`config.mk`:
```
export PLATFORM = sky130hd
export DESIGN_NAME = sdram_cmd_seq
export DESIGN_NICKNAME = d
export VERILOG_FILES = /design/src/rtl/sdram_seq_pkg.sv /design/src/rtl/sdram_wait_cnt.sv /design/src/rtl/sdram_bank_track.sv /design/src/rtl/sdram_cmd_seq.sv
export SDC_FILE = /design/constraint.sdc
export NUM_CORES = 1
export LEC_CHECK = 0
export BUFFER_PORTS_ARGS = -buffer_cell sky130_fd_sc_hd__buf_2
export CAP_MARGIN = 30
export CORE_ASPECT_RATIO = 0.7
export CORE_MARGIN = 2
export CORE_UTILIZATION = 64
export CTS_CLUSTER_SIZE = 24
export DETAILED_ROUTE_END_ITERATION = 10
export PLACE_DENSITY = 0.85
export SYNTH_ARGS = -nofsm -noshare
export SYNTH_HDL_FRONTEND = slang
export SYNTH_SLANG_ARGS = --single-unit
```
`constraint.sdc`:
```
create_clock -name clk_i -period 7.8 [get_ports clk_i]
set_input_delay 0.39 -clock clk_i [delete_from_list [all_inputs] [get_ports clk_i]]
set_output_delay 0.39 -clock clk_i [all_outputs]
set_load 0.05 [all_outputs]
```
`src/rtl/sdram_seq_pkg.sv`:
```
`timescale 1ns/1ps
package sdram_seq_pkg;
  // {cs_n, ras_n, cas_n, we_n}
  typedef enum logic [3:0] {
    CMD_LMR = 4'b0000,
    CMD_PRE = 4'b0010,
    CMD_ACT = 4'b0011,
    CMD_WR  = 4'b0100,
    CMD_RD  = 4'b0101,
    CMD_NOP = 4'b0111,
    CMD_INH = 4'b1111
  } sd_cmd_e;

  typedef enum logic {ST_IDLE, ST_EXEC} seq_state_e;
endpackage

```
`src/rtl/sdram_wait_cnt.sv`:
```
`timescale 1ns/1ps
module sdram_wait_cnt #(
  parameter int unsigned CNT_W = 4
) (
  input  logic             clk_i,
  input  logic             rst_ni,
  input  logic             load_i,
  input  logic [CNT_W-1:0] val_i,
  output logic             busy_o
);
  logic [CNT_W-1:0] cnt_q;

  always_ff @(posedge clk_i or negedge rst_ni) begin
    if (!rst_ni)            cnt_q <= '0;
    else if (load_i)        cnt_q <= val_i;
    else if (cnt_q != '0)   cnt_q <= cnt_q - 1'b1;
  end

  assign busy_o = (cnt_q != '0);
endmodule

```
`src/rtl/sdram_bank_track.sv`:
```
`timescale 1ns/1ps
module sdram_bank_track #(
  parameter int unsigned BA_W      = 2,
  parameter int unsigned ROW_W     = 12,
  parameter int unsigned T_RCD     = 3,
  parameter int unsigned T_RP      = 3,
  parameter int unsigned BURST_LEN = 4,
  localparam int unsigned NUM_BANKS = 1 << BA_W
) (
  input  logic                           clk_i,
  input  logic                           rst_ni,
  input  logic                           act_i,
  input  logic                           pre_i,
  input  logic                           pre_all_i,
  input  logic                           ap_close_i,
  input  logic [BA_W-1:0]                bank_i,
  input  logic [ROW_W-1:0]               row_i,
  output logic [NUM_BANKS-1:0]           open_o,
  output logic [NUM_BANKS-1:0][ROW_W-1:0] rows_o,
  output logic [NUM_BANKS-1:0]           busy_o
);
  localparam int unsigned AP_WAIT  = BURST_LEN + T_RP;
  localparam int unsigned MAX_WAIT = (T_RCD > AP_WAIT) ? T_RCD : AP_WAIT;
  localparam int unsigned CNT_W    = $clog2(MAX_WAIT + 1);
  localparam logic [CNT_W-1:0] RCD_V = CNT_W'(T_RCD - 1);
  localparam logic [CNT_W-1:0] RP_V  = CNT_W'(T_RP - 1);
  localparam logic [CNT_W-1:0] AP_V  = CNT_W'(AP_WAIT - 1);

  for (genvar g = 0; g < NUM_BANKS; g++) begin : g_bank
    logic             hit, ld_act, ld_pre, ld_ap;
    logic [CNT_W-1:0] ld_val;

    assign hit    = (bank_i == BA_W'(g));
    assign ld_act = act_i & hit;
    assign ld_pre = (pre_i & hit) | pre_all_i;
    assign ld_ap  = ap_close_i & hit;
    assign ld_val = ld_act ? RCD_V : (ld_pre ? RP_V : AP_V);

    always_ff @(posedge clk_i or negedge rst_ni) begin
      if (!rst_ni) begin
        open_o[g] <= 1'b0;
        rows_o[g] <= '0;
      end else if (ld_act) begin
        open_o[g] <= 1'b1;
        rows_o[g] <= row_i;
      end else if (ld_pre || ld_ap) begin
        open_o[g] <= 1'b0;
      end
    end

    sdram_wait_cnt #(.CNT_W(CNT_W)) u_wait (
      .clk_i  (clk_i),
      .rst_ni (rst_ni),
      .load_i (ld_act | ld_pre | ld_ap),
      .val_i  (ld_val),
      .busy_o (busy_o[g])
    );
  end
endmodule

```
`src/rtl/sdram_cmd_seq.sv`:
```
`timescale 1ns/1ps
module sdram_cmd_seq
  import sdram_seq_pkg::*;
#(
  parameter int unsigned BA_W      = 2,
  parameter int unsigned ROW_W     = 12,
  parameter int unsigned COL_W     = 9,
  parameter int unsigned AP_BIT    = 10,
  parameter int unsigned T_RCD     = 3,
  parameter int unsigned T_RP      = 3,
  parameter int unsigned T_MRD     = 2,
  parameter int unsigned BURST_LEN = 4
) (
  input  logic             clk_i,
  input  logic             rst_ni,
  input  logic             req_valid_i,
  output logic             req_ready_o,
  input  logic [1:0]       req_op_i,
  input  logic [BA_W-1:0]  req_bank_i,
  input  logic [ROW_W-1:0] req_row_i,
  input  logic [COL_W-1:0] req_col_i,
  input  logic             req_ap_i,
  output logic             sd_cs_no,
  output logic             sd_ras_no,
  output logic             sd_cas_no,
  output logic             sd_we_no,
  output logic [BA_W-1:0]  sd_ba_o,
  output logic [ROW_W-1:0] sd_addr_o
);
  localparam int unsigned NUM_BANKS = 1 << BA_W;
  localparam int unsigned MRD_W     = $clog2(T_MRD + 1);
  localparam logic [MRD_W-1:0] MRD_V = MRD_W'(T_MRD - 1);

  seq_state_e       state_q;
  logic [1:0]       op_q;
  logic [BA_W-1:0]  bank_q;
  logic [ROW_W-1:0] row_q;
  logic [COL_W-1:0] col_q;
  logic             ap_q;

  sd_cmd_e          cmd_d, cmd_q;
  logic [BA_W-1:0]  ba_d, ba_q;
  logic [ROW_W-1:0] addr_d, addr_q;
  logic             act_s, pre_s, pre_all_s, ap_close_s, mrd_ld_s, done_s;

  logic [NUM_BANKS-1:0]            bank_open, bank_busy;
  logic [NUM_BANKS-1:0][ROW_W-1:0] bank_rows;
  logic                            mrd_busy;
  logic                            accept;

  sdram_bank_track #(
    .BA_W(BA_W), .ROW_W(ROW_W), .T_RCD(T_RCD), .T_RP(T_RP), .BURST_LEN(BURST_LEN)
  ) u_banks (
    .clk_i      (clk_i),
    .rst_ni     (rst_ni),
    .act_i      (act_s),
    .pre_i      (pre_s),
    .pre_all_i  (pre_all_s),
    .ap_close_i (ap_close_s),
    .bank_i     (bank_q),
    .row_i      (row_q),
    .open_o     (bank_open),
    .rows_o     (bank_rows),
    .busy_o     (bank_busy)
  );

  sdram_wait_cnt #(.CNT_W(MRD_W)) u_mrd (
    .clk_i  (clk_i),
    .rst_ni (rst_ni),
    .load_i (mrd_ld_s),
    .val_i  (MRD_V),
    .busy_o (mrd_busy)
  );

  assign req_ready_o = (state_q == ST_IDLE) && !mrd_busy && !(|bank_busy);
  assign accept      = req_valid_i && req_ready_o;

  // next command for the held request; waits resolve to NOP
  always_comb begin
    cmd_d      = (state_q == ST_EXEC) ? CMD_NOP : CMD_INH;
    ba_d       = '0;
    addr_d     = '0;
    act_s      = 1'b0;
    pre_s      = 1'b0;
    pre_all_s  = 1'b0;
    ap_close_s = 1'b0;
    mrd_ld_s   = 1'b0;
    done_s     = 1'b0;
    if (state_q == ST_EXEC && !mrd_busy) begin
      if (op_q[1]) begin
        if (!(|bank_busy)) begin
          if (|bank_open) begin
            cmd_d          = CMD_PRE;
            addr_d[AP_BIT] = 1'b1;
            pre_all_s      = 1'b1;
          end else begin
            cmd_d    = CMD_LMR;
            ba_d     = bank_q;
            addr_d   = row_q;
            mrd_ld_s = 1'b1;
            done_s   = 1'b1;
          end
        end
      end else if (!bank_busy[bank_q]) begin
        if (bank_open[bank_q] && bank_rows[bank_q] == row_q) begin
          cmd_d               = op_q[0] ? CMD_WR : CMD_RD;
          ba_d                = bank_q;
          addr_d[COL_W-1:0]   = col_q;
          addr_d[AP_BIT]      = ap_q;
          ap_close_s          = ap_q;
          done_s              = 1'b1;
        end else if (bank_open[bank_q]) begin
          cmd_d = CMD_PRE;
          ba_d  = bank_q;
          pre_s = 1'b1;
        end else begin
          cmd_d  = CMD_ACT;
          ba_d   = bank_q;
          addr_d = row_q;
          act_s  = 1'b1;
        end
      end
    end
  end

  always_ff @(posedge clk_i or negedge rst_ni) begin
    if (!rst_ni) begin
      state_q <= ST_IDLE;
      op_q    <= '0;
      bank_q  <= '0;
      row_q   <= '0;
      col_q   <= '0;
      ap_q    <= 1'b0;
    end else if (state_q == ST_IDLE) begin
      if (accept) begin
        state_q <= ST_EXEC;
        op_q    <= req_op_i;
        bank_q  <= req_bank_i;
        row_q   <= req_row_i;
        col_q   <= req_col_i;
        ap_q    <= req_ap_i;
      end
    end else if (done_s) begin
      state_q <= ST_IDLE;
    end
  end

  always_ff @(posedge clk_i or negedge rst_ni) begin
    if (!rst_ni) begin
      cmd_q  <= CMD_INH;
      ba_q   <= '0;
      addr_q <= '0;
    end else begin
      cmd_q  <= cmd_d;
      ba_q   <= ba_d;
      addr_q <= addr_d;
    end
  end

  assign {sd_cs_no, sd_ras_no, sd_cas_no, sd_we_no} = cmd_q;
  assign sd_ba_o   = ba_q;
  assign sd_addr_o = addr_q;
endmodule

```
### Word level (Yosys, flattened, before mapping)

Cells that the tools add are included.

| cells by class | value |
|---|---|
| reduce and logical (&&, ||, !) cells | 29 |
| eq/ne operators | 4 |
| bitwise logic cells | 25 |
| multiplexer cells | 87 |
| add/sub/neg operators | 5 |
| order comparisons | 1 |

Operators with widths:

| kind | number |
|---|---|
| $mux 12 | 6 |
| $mux 3 | 17 |
| $mux 1 | 46 |
| $bmux 12 s2 | 1 |
| $mux 4 | 5 |
| $reduce_bool 2->1 | 10 |
| $mux 2 | 8 |
| $and 1x1->1 | 12 |
| $eq 12x12->1 | 1 |
| $or 1x1->1 | 12 |
| $reduce_bool 3->1 | 4 |
| $sub 3x1->3 const B | 4 |
| $mux 10 | 1 |
| $mux 9 | 1 |
| $reduce_or 4->1 | 2 |
| $logic_and 1x1->1 | 5 |
| $bmux 1 s2 | 2 |
| $eq 2x2->1 const B | 2 |
| $logic_or 1x1->1 | 4 |
| $lt 2x3->1 const B | 1 |
| $eq 2x1->1 const B | 1 |
| $logic_not 1->1 | 2 |
| $logic_not 2->1 | 1 |
| $reduce_and 2->1 | 1 |
| other kinds (2) | 2 |

| storage, ports and cells | value |
|---|---|
| bits of input ports | 29 |
| logic and storage cells | 173 |
| flip-flop bits (word level) | 111 |

### Depth between registers and ports, before layout

Gate-level depths: netlist of the first run.

| logic depth | value |
|---|---|
| depth after elaboration | 13 |
| depth in mapped cells | 9 |
| gate-level depth less buffers | 7 |

### Modules after synthesis

Synthesis of the first run repeated with hierarchy kept, for this count alone.

| unflattened totals | value |
|---|---|
| cell total of the unflattened synthesis | 385 |
| area, all modules | 5358.9 µm² |

Modules (own cells, without submodules):

| module | times used | area an instance (µm²) | cells each |
|---|---|---|---|
| sdram_cmd_seq | 1 | 2264.7 | 160 |
| sdram_bank_track | 1 | 2187.1 | 132 |
| sdram_wait_cnt (u_banks.g_bank[0].u_wait ...) | 4 | 197.7 | 20 |
| sdram_wait_cnt (u_mrd) | 1 | 116.4 | 13 |

### Worst setup path after synthesis of the first run

No wires, ideal clock.

| timing | value |
|---|---|
| path type | register to register |
| start point | register bank_q[1] |
| end point | register u_banks.rows_o[39] in the netlist's numbering |
| period minus slack after synthesis | 2846 ps |
| slack | 4954 ps |
| buffers on the path | 3 |
| required time | 7675 ps |
| cell stages (with the launch flop) | 7 |
| arrival time | 2721 ps |
| library setup time | 125 ps |
| cells stage by stage | dfrtp_1 -> buf_1 -> mux4_2 -> clkbuf_1 -> nor4_1 -> buf_2 -> mux2_2 |

| on the way | value |
|---|---|
| longest elaborated chain between the ends | 9 |

RTL lines:

| element | line | source |
|---|---|---|
| start: declaration | sdram_cmd_seq.sv:36 | `logic [BA_W-1:0] bank_q;` |
| start signal: assignment | sdram_cmd_seq.sv:138 | `bank_q <= req_bank_i;` |
| $bmux 12 s2 | sdram_cmd_seq.sv:105 | `if (bank_open[bank_q] && bank_rows[bank_q] == row_q) begin` |
| $mux 12 (not written as such) | sdram_cmd_seq.sv:105 |  |
| $eq 12x12->1 | sdram_cmd_seq.sv:105 |  |
| $logic_and 1x1->1 | sdram_cmd_seq.sv:105 |  |
| $mux 1 | sdram_cmd_seq.sv:105 |  |
| $mux 1 | sdram_cmd_seq.sv:104 | `end else if (!bank_busy[bank_q]) begin` |
| $mux 1 | sdram_cmd_seq.sv:90 | `if (op_q[1]) begin` |
| $mux 1 | sdram_cmd_seq.sv:89 | `if (state_q == ST_EXEC && !mrd_busy) begin` |
| $and 1x1->1 * | sdram_bank_track.sv:34 | `assign ld_act = act_i & hit;` |
| end signal: indexed assignment | sdram_bank_track.sv:45 | `rows_o[g] <= row_i;` |
| end: declaration | sdram_bank_track.sv:19 | `output logic [NUM_BANKS-1:0][ROW_W-1:0] rows_o,` |

Mark *: on every way between the ends. The rest lies on a longest branch, timed or not. The select of a mux whose other input is x is not followed.
A chain may end at the register's enable or synchronous reset.

### Final worst setup path of the first run

| timing | value |
|---|---|
| start point | register bank_q[0] |
| end point | register u_banks.rows_o[9] in the netlist's numbering |

The elaborated chain is that of the path after synthesis.

==> impl_metrics.tcl, run 1 <==
set metrics [dict create \
    status "completed" \
    grt_max_degree 64 \
    synth-main-ff-cell "dfrtp_1" \
    hpwlAfterDp_mm 7.36 \
    fin_skew_ns 0.00600 \
    syn_nets 438 \
    worstReg2RegEnd "u_banks.rows_o[9]" \
    post_cts.repair.setup_buffers 0 \
    fp.dieH_um 79.2 \
    cp_data_required_time_ns 8.04 \
    syn-cell-area_mm2 0.00517 \
    grt_use_total_pct 26.4 \
    ios 48 \
    clock-sinks 111 \
    drv_slew 0 \
    p_leak_nw 2.80 \
    peakVddDrop_mv 0.215 \
    wirelength_mm 10.6 \
    initial_utilization_pct 66.0 \
    synth_area_per_cell_um2 12.9 \
    final_cell_count_no_fill 553 \
    io_buffer_count 47 \
    die_area_mm2 0.00883 \
    layout-drive-gt1-share_pct 34.1 \
    final_nets 486 \
    cp-start-kind "register" \
    antenna_cells 0 \
    avgViaCountPerCell 6.13 \
    seq_area_frac_synth_pct 53.8 \
    synth_cells 400 \
    setup_tns_ns 0 \
    hold_path.class "in2reg" \
    cts.clk_slew.worst_paths_ns 0.07 \
    core_area_mm2 0.00784 \
    drc 0 \
    die_w_um 111 \
    period_share_pct 47.9 \
    grt_pass1_vias 3467 \
    grt_pass1_wl_mm 17.9 \
    rows 27 \
    ant_nets 0 \
    period_minus_slack_ns 3.73 \
    rsz0062_at_grt "false" \
    cp_slowest_cell "dfrtp_1" \
    r2r_start "bank_q[0]" \
    crit_type "reg2reg" \
    cts_tree "yes" \
    cts_buffers 9 \
    utilization_pct 74.5 \
    cts-root-buf "clkbuf_16" \
    synth_seq_cells 111 \
    yosys-top-cells-area "dfrtp_1, mux2_2, mux4_1, mux4_2, o21ai_0" \
    slew_headroom_pct 36.7 \
    end_kind "register" \
    pre_cts_slack_ns 3.95 \
    yosysUniqueCellTypes 42 \
    clock_latency_ns 0.35 \
    path_buf_inv 1 \
    nFillCells 523 \
    hold_path_startpoint "req_row_i[6]" \
    drtIter0Drc 286 \
    synth_largest_area_cell "dfrtp_1" \
    reg2reg_depth 5 \
    setup_slack_ns 4.07 \
    synth_warnings 0 \
    synth.top_cell.area_share_pct 51.7 \
    critPathMaxFanout 21 \
    max_stage_delay_ns 0.97 \
    area_growth_pct 12.9 \
    synth-async-reset-ratio_pct 100 \
    grt_overflow 0 \
    antenna_found_initial 0 \
    cts_buffer_depth 2 \
    synth_edf_count 0 \
    crit_family "simple AND/OR/NAND/NOR gates" \
    setup_violations 0 \
    htree_levels 3 \
    placed_cells 536 \
    maxCapViolCount 0 \
    whs_path_depth 2 \
    power_density_mw_per_mm2 305 \
    power_mw 1.78 \
    place_congestion 0.932 \
    wl_per_cell_um 19.2 \
    cp_cell_sequence "inv_1 -> mux4_2 -> nor3_1 -> and3_1 -> mux2_2" \
    first_pass_iters 6 \
    crit_arrival_ns 3.97 \
    holdPathEnd "row_q[6]" \
    timing.fmax_mhz 268 \
    vias 3392 \
    cts_resized 0 \
    r2r_slack_ns 4.07 \
    hold_viol_final 0 \
    tightest_slew_ns 0.950 \
]
==> repair_timing <==
| action | in CTS | in global routing |
|---|---|---|
| setup endpoints to repair | 0 | 0 |
| hold buffers | 1 | 0 |
| endpoints found under the hold margin | 24 | 0 |
==> cell usage after synthesis (3+ instances only) <==
cell and count:
nor4_1 6, a211oi_1 4, xnor2_1 9, o21ai_0 24, or4_1 3, nor3_1 9
a31oi_1 3, mux4_1 7, xor2_1 8, and3_1 4, inv_1 27, dfrtp_1 107
mux4_2 7, nor2_1 16, nand2b_1 4, mux2i_1 6, nand3_1 3, a21oi_1 10
mux2_2 72, clkbuf_1 9, nand2_1 12, buf_2 5, a211o_1 4, dfstp_2 4
ha_1 9, nand4_1 5
==> layer usage <==
metal  up-vias  share of wire [%]  track usage [%]
li1       1525                  -                -
met1      1703                 46             37.7
met2       141                 46             40.7
met3        23                7.3             7.02
met4         0                1.5             7.53
met5         -                  0                0
==> cells by family after synthesis <==
logic type	count (synthesis)	share of synthesized area, %
simple gates	76	8.20
buf+inv	44	3.60
flops	111	53.8
mux	94	23.9
fa+ha+maj	9	2.18
compound gates	49	5.51
xor+xnor	17	2.88
==> area by class of cell <==
type                    instances  area (um2)  share of cell area (%)
repair buffers                 54         310                    5.31
clock inverters                 2        38.8                   0.664
multi-input cells             245        2210                    37.9
clock buffers                  13         270                    4.63
inverters                      27         101                    1.73
flip-flops and latches        111        2780                    47.6
well taps                     101         126                    2.16
==> worst reg2reg max path, delay by kind of cell (launching register included) <==
family / cells / cell delay [ns]
buffers and inverters: 1 / 0.24
multiplexers: 2 / 0.89
flip-flops: 1 / 0.97
AND/OR/NAND/NOR: 2 / 1.53
==> cells in the final DEF, fill, tap and decap left out, types with 8 or more instances in the layout <==
cell type	netlist	final
nor2_1	16	16
o21ai_0	24	24
xor2_1	8	8
ha_1	9	9
inv_1	27	27
nand2_1	12	12
clkbuf_16	0	9
dfrtp_1	107	107
xnor2_1	9	9
nor3_1	9	9
mux2_2	72	72
a21oi_1	10	10
buf_2	5	46
==> per-stage QoR <==
step           area (um2)  hold slack, ns
2_1_floorplan        5170          0.0944
3_3_place_gp         5490           0.306
3_5_place_dp         5520           0.313
4_1_cts              5840           0.263
5_1_grt              5840           0.263
6_report             5840           0.266
==> state kept, by name, summed over array words and instances (netlist names) <==
register and cells:
u_banks.open_o 4, op_q 2, u_banks.g_bank.u_wait.cnt_q 12, cmd_q 4, sd_addr_o 12, state_q 1
row_q 12, u_banks.rows_o 48, ap_q 1, u_mrd.cnt_q 2, bank_q 2, col_q 9
sd_ba_o 2
==> how the worst max path moves through the flow <==
stage	cells after the start	startpoint	to
CTS	5	bank_q[0]	state_q
global placement	5	bank_q[0]	state_q
finish	5	bank_q[0]	u_banks.rows_o[9]
detailed placement	5	bank_q[0]	state_q
floorplan	6	bank_q[1]	u_banks.rows_o[39]
global route	5	bank_q[0]	u_banks.rows_o[7]
==> report_power, final <==
group          internal [mW]  switching [mW]
combinational          0.248           0.241
clock                  0.274           0.200
sequential             0.715           0.102
total                   1.24           0.543
No activity file was read; power rests on OpenSTA's default activity.
==> run 2: changes to the inputs <==
--- a/config.mk
+++ b/config.mk
@@ -5,14 +5,15 @@
 export SDC_FILE = /design/constraint.sdc
 export NUM_CORES = 1
 export LEC_CHECK = 0
+export ABC_AREA = 1
 export BUFFER_PORTS_ARGS = -buffer_cell sky130_fd_sc_hd__buf_2
 export CAP_MARGIN = 30
 export CORE_ASPECT_RATIO = 0.7
 export CORE_MARGIN = 2
-export CORE_UTILIZATION = 64
+export CORE_UTILIZATION = 59
 export CTS_CLUSTER_SIZE = 24
 export DETAILED_ROUTE_END_ITERATION = 10
-export PLACE_DENSITY = 0.85
+export PLACE_DENSITY = 0.79
 export SYNTH_ARGS = -nofsm -noshare
 export SYNTH_HDL_FRONTEND = slang
 export SYNTH_SLANG_ARGS = --single-unit
==> constraint.sdc (replaced) <==
create_clock -name clk_i -period 3.7 [get_ports clk_i]
set_input_delay 0.185 -clock clk_i [delete_from_list [all_inputs] [get_ports clk_i]]
set_output_delay 0.185 -clock clk_i [all_outputs]
set_load 0.05 [all_outputs]
==> impl_metrics.tcl, run 2 <==
set metrics [dict create \
    syn_nets 686 \
    period_minus_slack_ns 2.94 \
    maxCapViolCount 0 \
    critPathMaxFanout 25 \
    setup_violations 0 \
    place_congestion 0.861 \
    grt_use_total_pct 26.0 \
    clock-sinks 111 \
    timing.fmax_mhz 340 \
    status "completed" \
    core_area_mm2 0.00900 \
    fp.dieH_um 84.2 \
    hold_ws_ns 0.0607 \
    ant_nets 0 \
    clock_power_share_pct 23.3 \
    tightest_slew_ns 0.566 \
    initial_utilization_pct 60.2 \
    drtIter0Drc 393 \
    final_nets 731 \
    pre_cts_slack_ns 0.817 \
    yosys-top-cells-area "dfrtp_1, nand2_1, nand3_1, inv_1, o21ai_0" \
    swShare_pct 36.8 \
    yosysUniqueCellTypes 35 \
    cp_data_required_time_ns 3.92 \
    worstReg2RegEnd "u_banks.open_o[3]" \
    drv_slew 0 \
    hold_path_startpoint "req_col_i[6]" \
    antenna_cells 0 \
    syn-cell-area_mm2 0.00542 \
    synth_warnings 0 \
    io_buffer_count 47 \
    synth-main-ff-cell "dfrtp_1" \
    top_register "u_banks.rows_o" \
    power.switching_mw 1.54 \
    largest_register_ffs 48 \
    layout-drive-gt1-share_pct 16.5 \
    mostFrequentLayoutCell "nand2_1" \
    grt_pass1_wl_mm 20.4 \
    antenna_found_initial 0 \
    power_density_mw_per_mm2 692 \
    cts_tree "yes" \
    reg2reg_depth 13 \
    internal-power_mw 2.64 \
    period_share_pct 79.5 \
    area_growth_pct 11.5 \
    synth_seq_cells 111 \
    r2r_start "bank_q[1]" \
    synth_area_per_cell_um2 8.36 \
    synth_largest_area_cell "dfrtp_1" \
    peakVddDrop_mv 0.334 \
    mostFrequentLayoutCells "nand2_1, dfrtp_1, inv_1" \
    cts_buffers 9 \
    p_leak_nw 3.31 \
    hold_path.class "in2reg" \
    synth.top_cell.area_share_pct 49.4 \
    cp-start-kind "register" \
    p_comb_share_pct 32.9 \
    crit_type "reg2reg" \
    synth-async-reset-ratio_pct 100 \
    htree_levels 3 \
    end_kind "register" \
    fin_skew_ns 0.00906 \
    seq_area_frac_synth_pct 51.4 \
    synth_cells 648 \
    vias 4482 \
    slew_headroom_pct 62.2 \
    yosysMostFrequentCell "nand2_1" \
    grt_pass1_vias 4128 \
    synth_commonest_cells "nand2_1, dfrtp_1, inv_1" \
    first_pass_iters 5 \
    wirelength_mm 12.4 \
    hpwlAfterDp_mm 8.53 \
    crit_arrival_ns 3.17 \
    clock_latency_ns 0.35 \
    synth_edf_count 0 \
    setup_tns_ns 0 \
    utilization_pct 67.1 \
    post_cts.repair.setup_buffers 0 \
    r2r_slack_ns 0.76 \
    cts_buffer_depth 2 \
    grt_max_degree 47 \
    rsz0062_at_grt "false" \
    die_w_um 119 \
    cts-root-buf "clkbuf_16" \
    pwr-share-seq_pct 43.8 \
    ios 48 \
    avgViaCountPerCell 5.46 \
    holdPathEnd "col_q[6]" \
    setup_slack_ns 0.758 \
    rows 29 \
    cts.clk_slew.worst_paths_ns 0.07 \
    wl_per_cell_um 15.1 \
    grt_overflow 0 \
    die_area_mm2 0.00998 \
    hold_viol_final 0 \
    whs_path_depth 2 \
    drc 0 \
]
run 2: cell count changes in the layout (fill, tap and decap cells not counted), sizes merged, moves of 7 or more:
cell,previous run,this run
nor4,7,0
nand2,12,238
nor2,16,46
a21oi,10,22
nand3,3,44
o21ai,24,59
mux2,74,14
mux4,14,0
inv,27,62
run 2: area by class of cell:
| class | count | area (um2) |
|---|---|---|
| timing repair buffer | 54 | 293 |
| clock buffer | 11 | 243 |
| inverter | 60 | 228 |
| fill | 782 | 2960 |
| sequential | 111 | 2780 |
| tap | 124 | 155 |
| multi-input combinational | 457 | 2290 |
| clock inverter | 4 | 52.6 |
run 2: how the worst max path moves through the flow:
stage                                                 start                end  slack (ns)  cells past startpoint
after floorplan           u_banks.g_bank[2].u_wait.cnt_q[0]               ap_q        1.02                      9
after global placement                            bank_q[1]  u_banks.open_o[1]        0.96                     13
after detailed placement                          bank_q[1]  u_banks.open_o[3]        0.82                     13
after CTS                                         bank_q[1]  u_banks.open_o[3]        0.80                     13
after global routing                              bank_q[1]  u_banks.open_o[3]        0.53                     13
final                                             bank_q[1]  u_banks.open_o[3]        0.76                     13
run 2: critical path, stage by stage (launching register included):
cell	delay [ns]
dfrtp_1	0.69
inv_2	0.29
nand2_1	0.19
o22ai_1	0.13
nor2_4	0.23
nand2_4	0.12
nor2_8	0.24
nand3_2	0.44
nand2_1	0.17
inv_1	0.05
nand2_1	0.07
inv_2	0.05
nand3_1	0.07
nand2_1	0.05
run 2: stage by stage:
| stage | instances | area [um2] | total power, mW |
|---|---|---|---|
| final | 821 | 6040 | 4.18 |
| after detailed placement | 805 | 5740 | 3.19 |
| after global placement | 805 | 5740 | 3.12 |
| after global routing | 821 | 6040 | 4.49 |
| after floorplan | 648 | 5420 | 2.89 |
| after CTS | 821 | 6040 | 4.18 |
run 2: power by group through the flow:
stage | clock network [mW] | registers (mW) | logic [mW]
floorplan | 0 | 1.83 | 1.06
global placement | 0 | 1.82 | 1.29
detailed placement | 0 | 1.84 | 1.35
CTS | 0.988 | 1.82 | 1.37
global route | 1.05 | 1.87 | 1.56
finish | 0.975 | 1.83 | 1.37
run 2: cells by family after synthesis:
logic type	synth area share, %
buf+inv	6.40
xor+xnor	1.29
fa+ha+maj	2.08
mux	2.91
compound gates	7.97
flops	51.4
simple gates	28.0
run 2: metal layers:
| metal | routed length [um] | GRT usage (%) |
|---|---|---|
| met5 | 0 | 0 |
| met4 | 182 | 7.03 |
| met3 | 750 | 5.84 |
| met2 | 5450 | 38.8 |
| met1 | 5970 | 38.8 |
run 2: repair_timing:
| action | in CTS | in global routing |
|---|---|---|
| hold buffers | 1 | 0 |
| endpoints found under the hold margin | 44 | 0 |
| resized for setup | 0 | 0 |
==> run 3: changes to the inputs <==
--- a/config.mk
+++ b/config.mk
@@ -10,10 +10,10 @@
 export CAP_MARGIN = 30
 export CORE_ASPECT_RATIO = 0.7
 export CORE_MARGIN = 2
-export CORE_UTILIZATION = 59
+export CORE_UTILIZATION = 54
 export CTS_CLUSTER_SIZE = 24
 export DETAILED_ROUTE_END_ITERATION = 10
-export PLACE_DENSITY = 0.79
+export PLACE_DENSITY = 0.76
 export SYNTH_ARGS = -nofsm -noshare
 export SYNTH_HDL_FRONTEND = slang
 export SYNTH_SLANG_ARGS = --single-unit
==> constraint.sdc (replaced) <==
create_clock -name clk_i -period 2.4 [get_ports clk_i]
set_input_delay 0.12 -clock clk_i [delete_from_list [all_inputs] [get_ports clk_i]]
set_output_delay 0.12 -clock clk_i [all_outputs]
set_load 0.05 [all_outputs]
==> impl_metrics.tcl, run 3 (synthesis gave the netlist of run 2 again) <==
set metrics [dict create \
    grt_max_degree 73 \
    grt_overflow 0 \
    crit_family "simple AND/OR/NAND/NOR gates" \
    max_stage_delay_ns 0.45 \
    avgViaCountPerCell 5.40 \
    die_w_um 124 \
    end_kind "register" \
    cts-root-buf "clkbuf_16" \
    fp.dieH_um 87.8 \
    die_area_mm2 0.0109 \
    setup_violations 0 \
    power_density_mw_per_mm2 1040 \
    ant_nets 0 \
    p_leak_nw 3.46 \
    cp_slowest_cell "dfrtp_2" \
    drc 0 \
    cts_buffer_depth 2 \
    htree_levels 3 \
    cp_data_required_time_ns 2.63 \
    grt_use_total_pct 26.5 \
    clock_power_share_pct 23.3 \
    mostFrequentLayoutCell "nand2_1" \
    pre_cts_slack_ns 0.0777 \
    core_area_mm2 0.00972 \
    cts.clk_slew.worst_paths_ns 0.08 \
    setup_tns_ns 0 \
    cp_cell_sequence "inv_2 -> buf_4 -> nand2_1 -> nand2_1 -> nand2_1 -> nand2_1 -> nand2_1 -> nand2_1 -> nand2_1 -> nor2_4 -> nand3_4 -> nor2_8 -> nand4_4 -> nand3_1 -> nand2_1" \
    utilization_pct 66.1 \
    clock-sinks 111 \
    path_common_cell "nand2_1" \
    period_share_pct 95.2 \
    hold_viol_final 0 \
    grt_pass1_wl_mm 21.9 \
    peakVddDrop_mv 0.464 \
    register_area_mm2 0.00278 \
    nFillCells 784 \
    status "completed" \
    top_register "u_banks.rows_o" \
    antenna_cells 0 \
    drv_slew 0 \
    period_minus_slack_ns 2.28 \
    rows 30 \
    timing.fmax_mhz 438 \
    cp-start-kind "register" \
    area_growth_pct 18.7 \
    layout-drive-gt1-share_pct 19.5 \
    critPathMaxFanout 11 \
    initial_utilization_pct 55.7 \
    hold_ws_ns 0.00395 \
    crit_type "reg2reg" \
    pwr-share-seq_pct 42.4 \
    crit_arrival_ns 2.52 \
    vias 4634 \
    mostFrequentLayoutCells "nand2_1, dfrtp_1, inv_1" \
    place_congestion 0.904 \
    path_buf_inv 2 \
    wirelength_mm 13.3 \
    final_nets 763 \
    hpwlAfterDp_mm 9.17 \
    swShare_pct 37.8 \
    fin_skew_ns 0.0125 \
    hold_path.class "in2reg" \
    clock_latency_ns 0.36 \
    wl_per_cell_um 15.5 \
    maxCapViolCount 0 \
    tightest_slew_ns 0.489 \
    grt_pass1_vias 4465 \
    rsz0062_at_grt "true" \
    power.switching_mw 2.53 \
    multi_input_area_mm2 0.00239 \
    internal-power_mw 4.16 \
    ios 48 \
    largest_register_ffs 48 \
    antenna_found_initial 0 \
    first_pass_iters 5 \
    p_comb_share_pct 34.3 \
    cts_tree "yes" \
    drtIter0Drc 375 \
    setup_slack_ns 0.116 \
    slew_headroom_pct 67.4 \
    cts_buffers 9 \
    io_buffer_count 47 \
]
## run 3: metal layers
metal | global-route usage, % | share of wire, % | wire [um]
met5 | 0 | 0 | 0
met4 | 7.33 | 1.2 | 160
met3 | 5.40 | 6.0 | 794
met2 | 41.3 | 46 | 6050
met1 | 38.1 | 47 | 6270
## run 3: worst paths after layout
check	startpoint	endpoint	slack, ns	cells after the start
worst max register to register	bank_q[0]	u_banks.open_o[1]	0.12	15
worst min-delay path	req_row_i[5]	row_q[5]	0.004	3
worst max-delay path	bank_q[0]	u_banks.open_o[1]	0.12	15
min in group asynchronous	rst_ni	u_banks.rows_o[15]	0.27	2
worst min register to register	u_banks.rows_o[11]	u_banks.rows_o[11]	0.49	2
max in group asynchronous	rst_ni	cmd_q[3]	1.36	3
## run 3: area by class of cell
class | count | share of cell area (%)
clock buffer | 10 | 3.72
clock inverter | 6 | 1.05
inverter | 60 | 3.54
multi-input combinational | 459 | 37.2
sequential | 111 | 43.3
tap | 128 | 2.49
timing repair buffer | 84 | 8.72
## run 3: tightest hold or removal path, delay by kind of cell
family | cells | cell delay [ns]
AOI/OAI and AO/OA | 1 | 0.10
buffers and inverters | 1 | 0.07
and+or+nand+nor | 1 | 0.03
## run 3: stage by stage
step / instance area [um2] / cells / total power [mW]
6_report: 6430 / 858 / 6.69
3_3_place_gp: 5850 / 820 / 4.90
2_1_floorplan: 5430 / 648 / 4.47
5_1_grt: 6430 / 858 / 7.19
3_5_place_dp: 5850 / 820 / 5.03
4_1_cts: 6290 / 849 / 6.62
## run 3: power groups by stage
stage / clock, mW / sequential (mW) / combinational [mW]
5_1_grt: 1.66 / 2.91 / 2.62
3_3_place_gp: 0 / 2.82 / 2.08
6_report: 1.56 / 2.84 / 2.29
3_5_place_dp: 0 / 2.84 / 2.19
2_1_floorplan: 0 / 2.82 / 1.65
4_1_cts: 1.58 / 2.82 / 2.22
## run 3: timing repair
| item | in CTS | in global routing |
|---|---|---|
| endpoints found under the hold margin | 44 | 0 |
| buffers inserted | 0 | 7 |
| hold buffers | 13 | 0 |
| gates resized for setup | 0 | 11 |
| setup endpoints to repair | 0 | 72 |
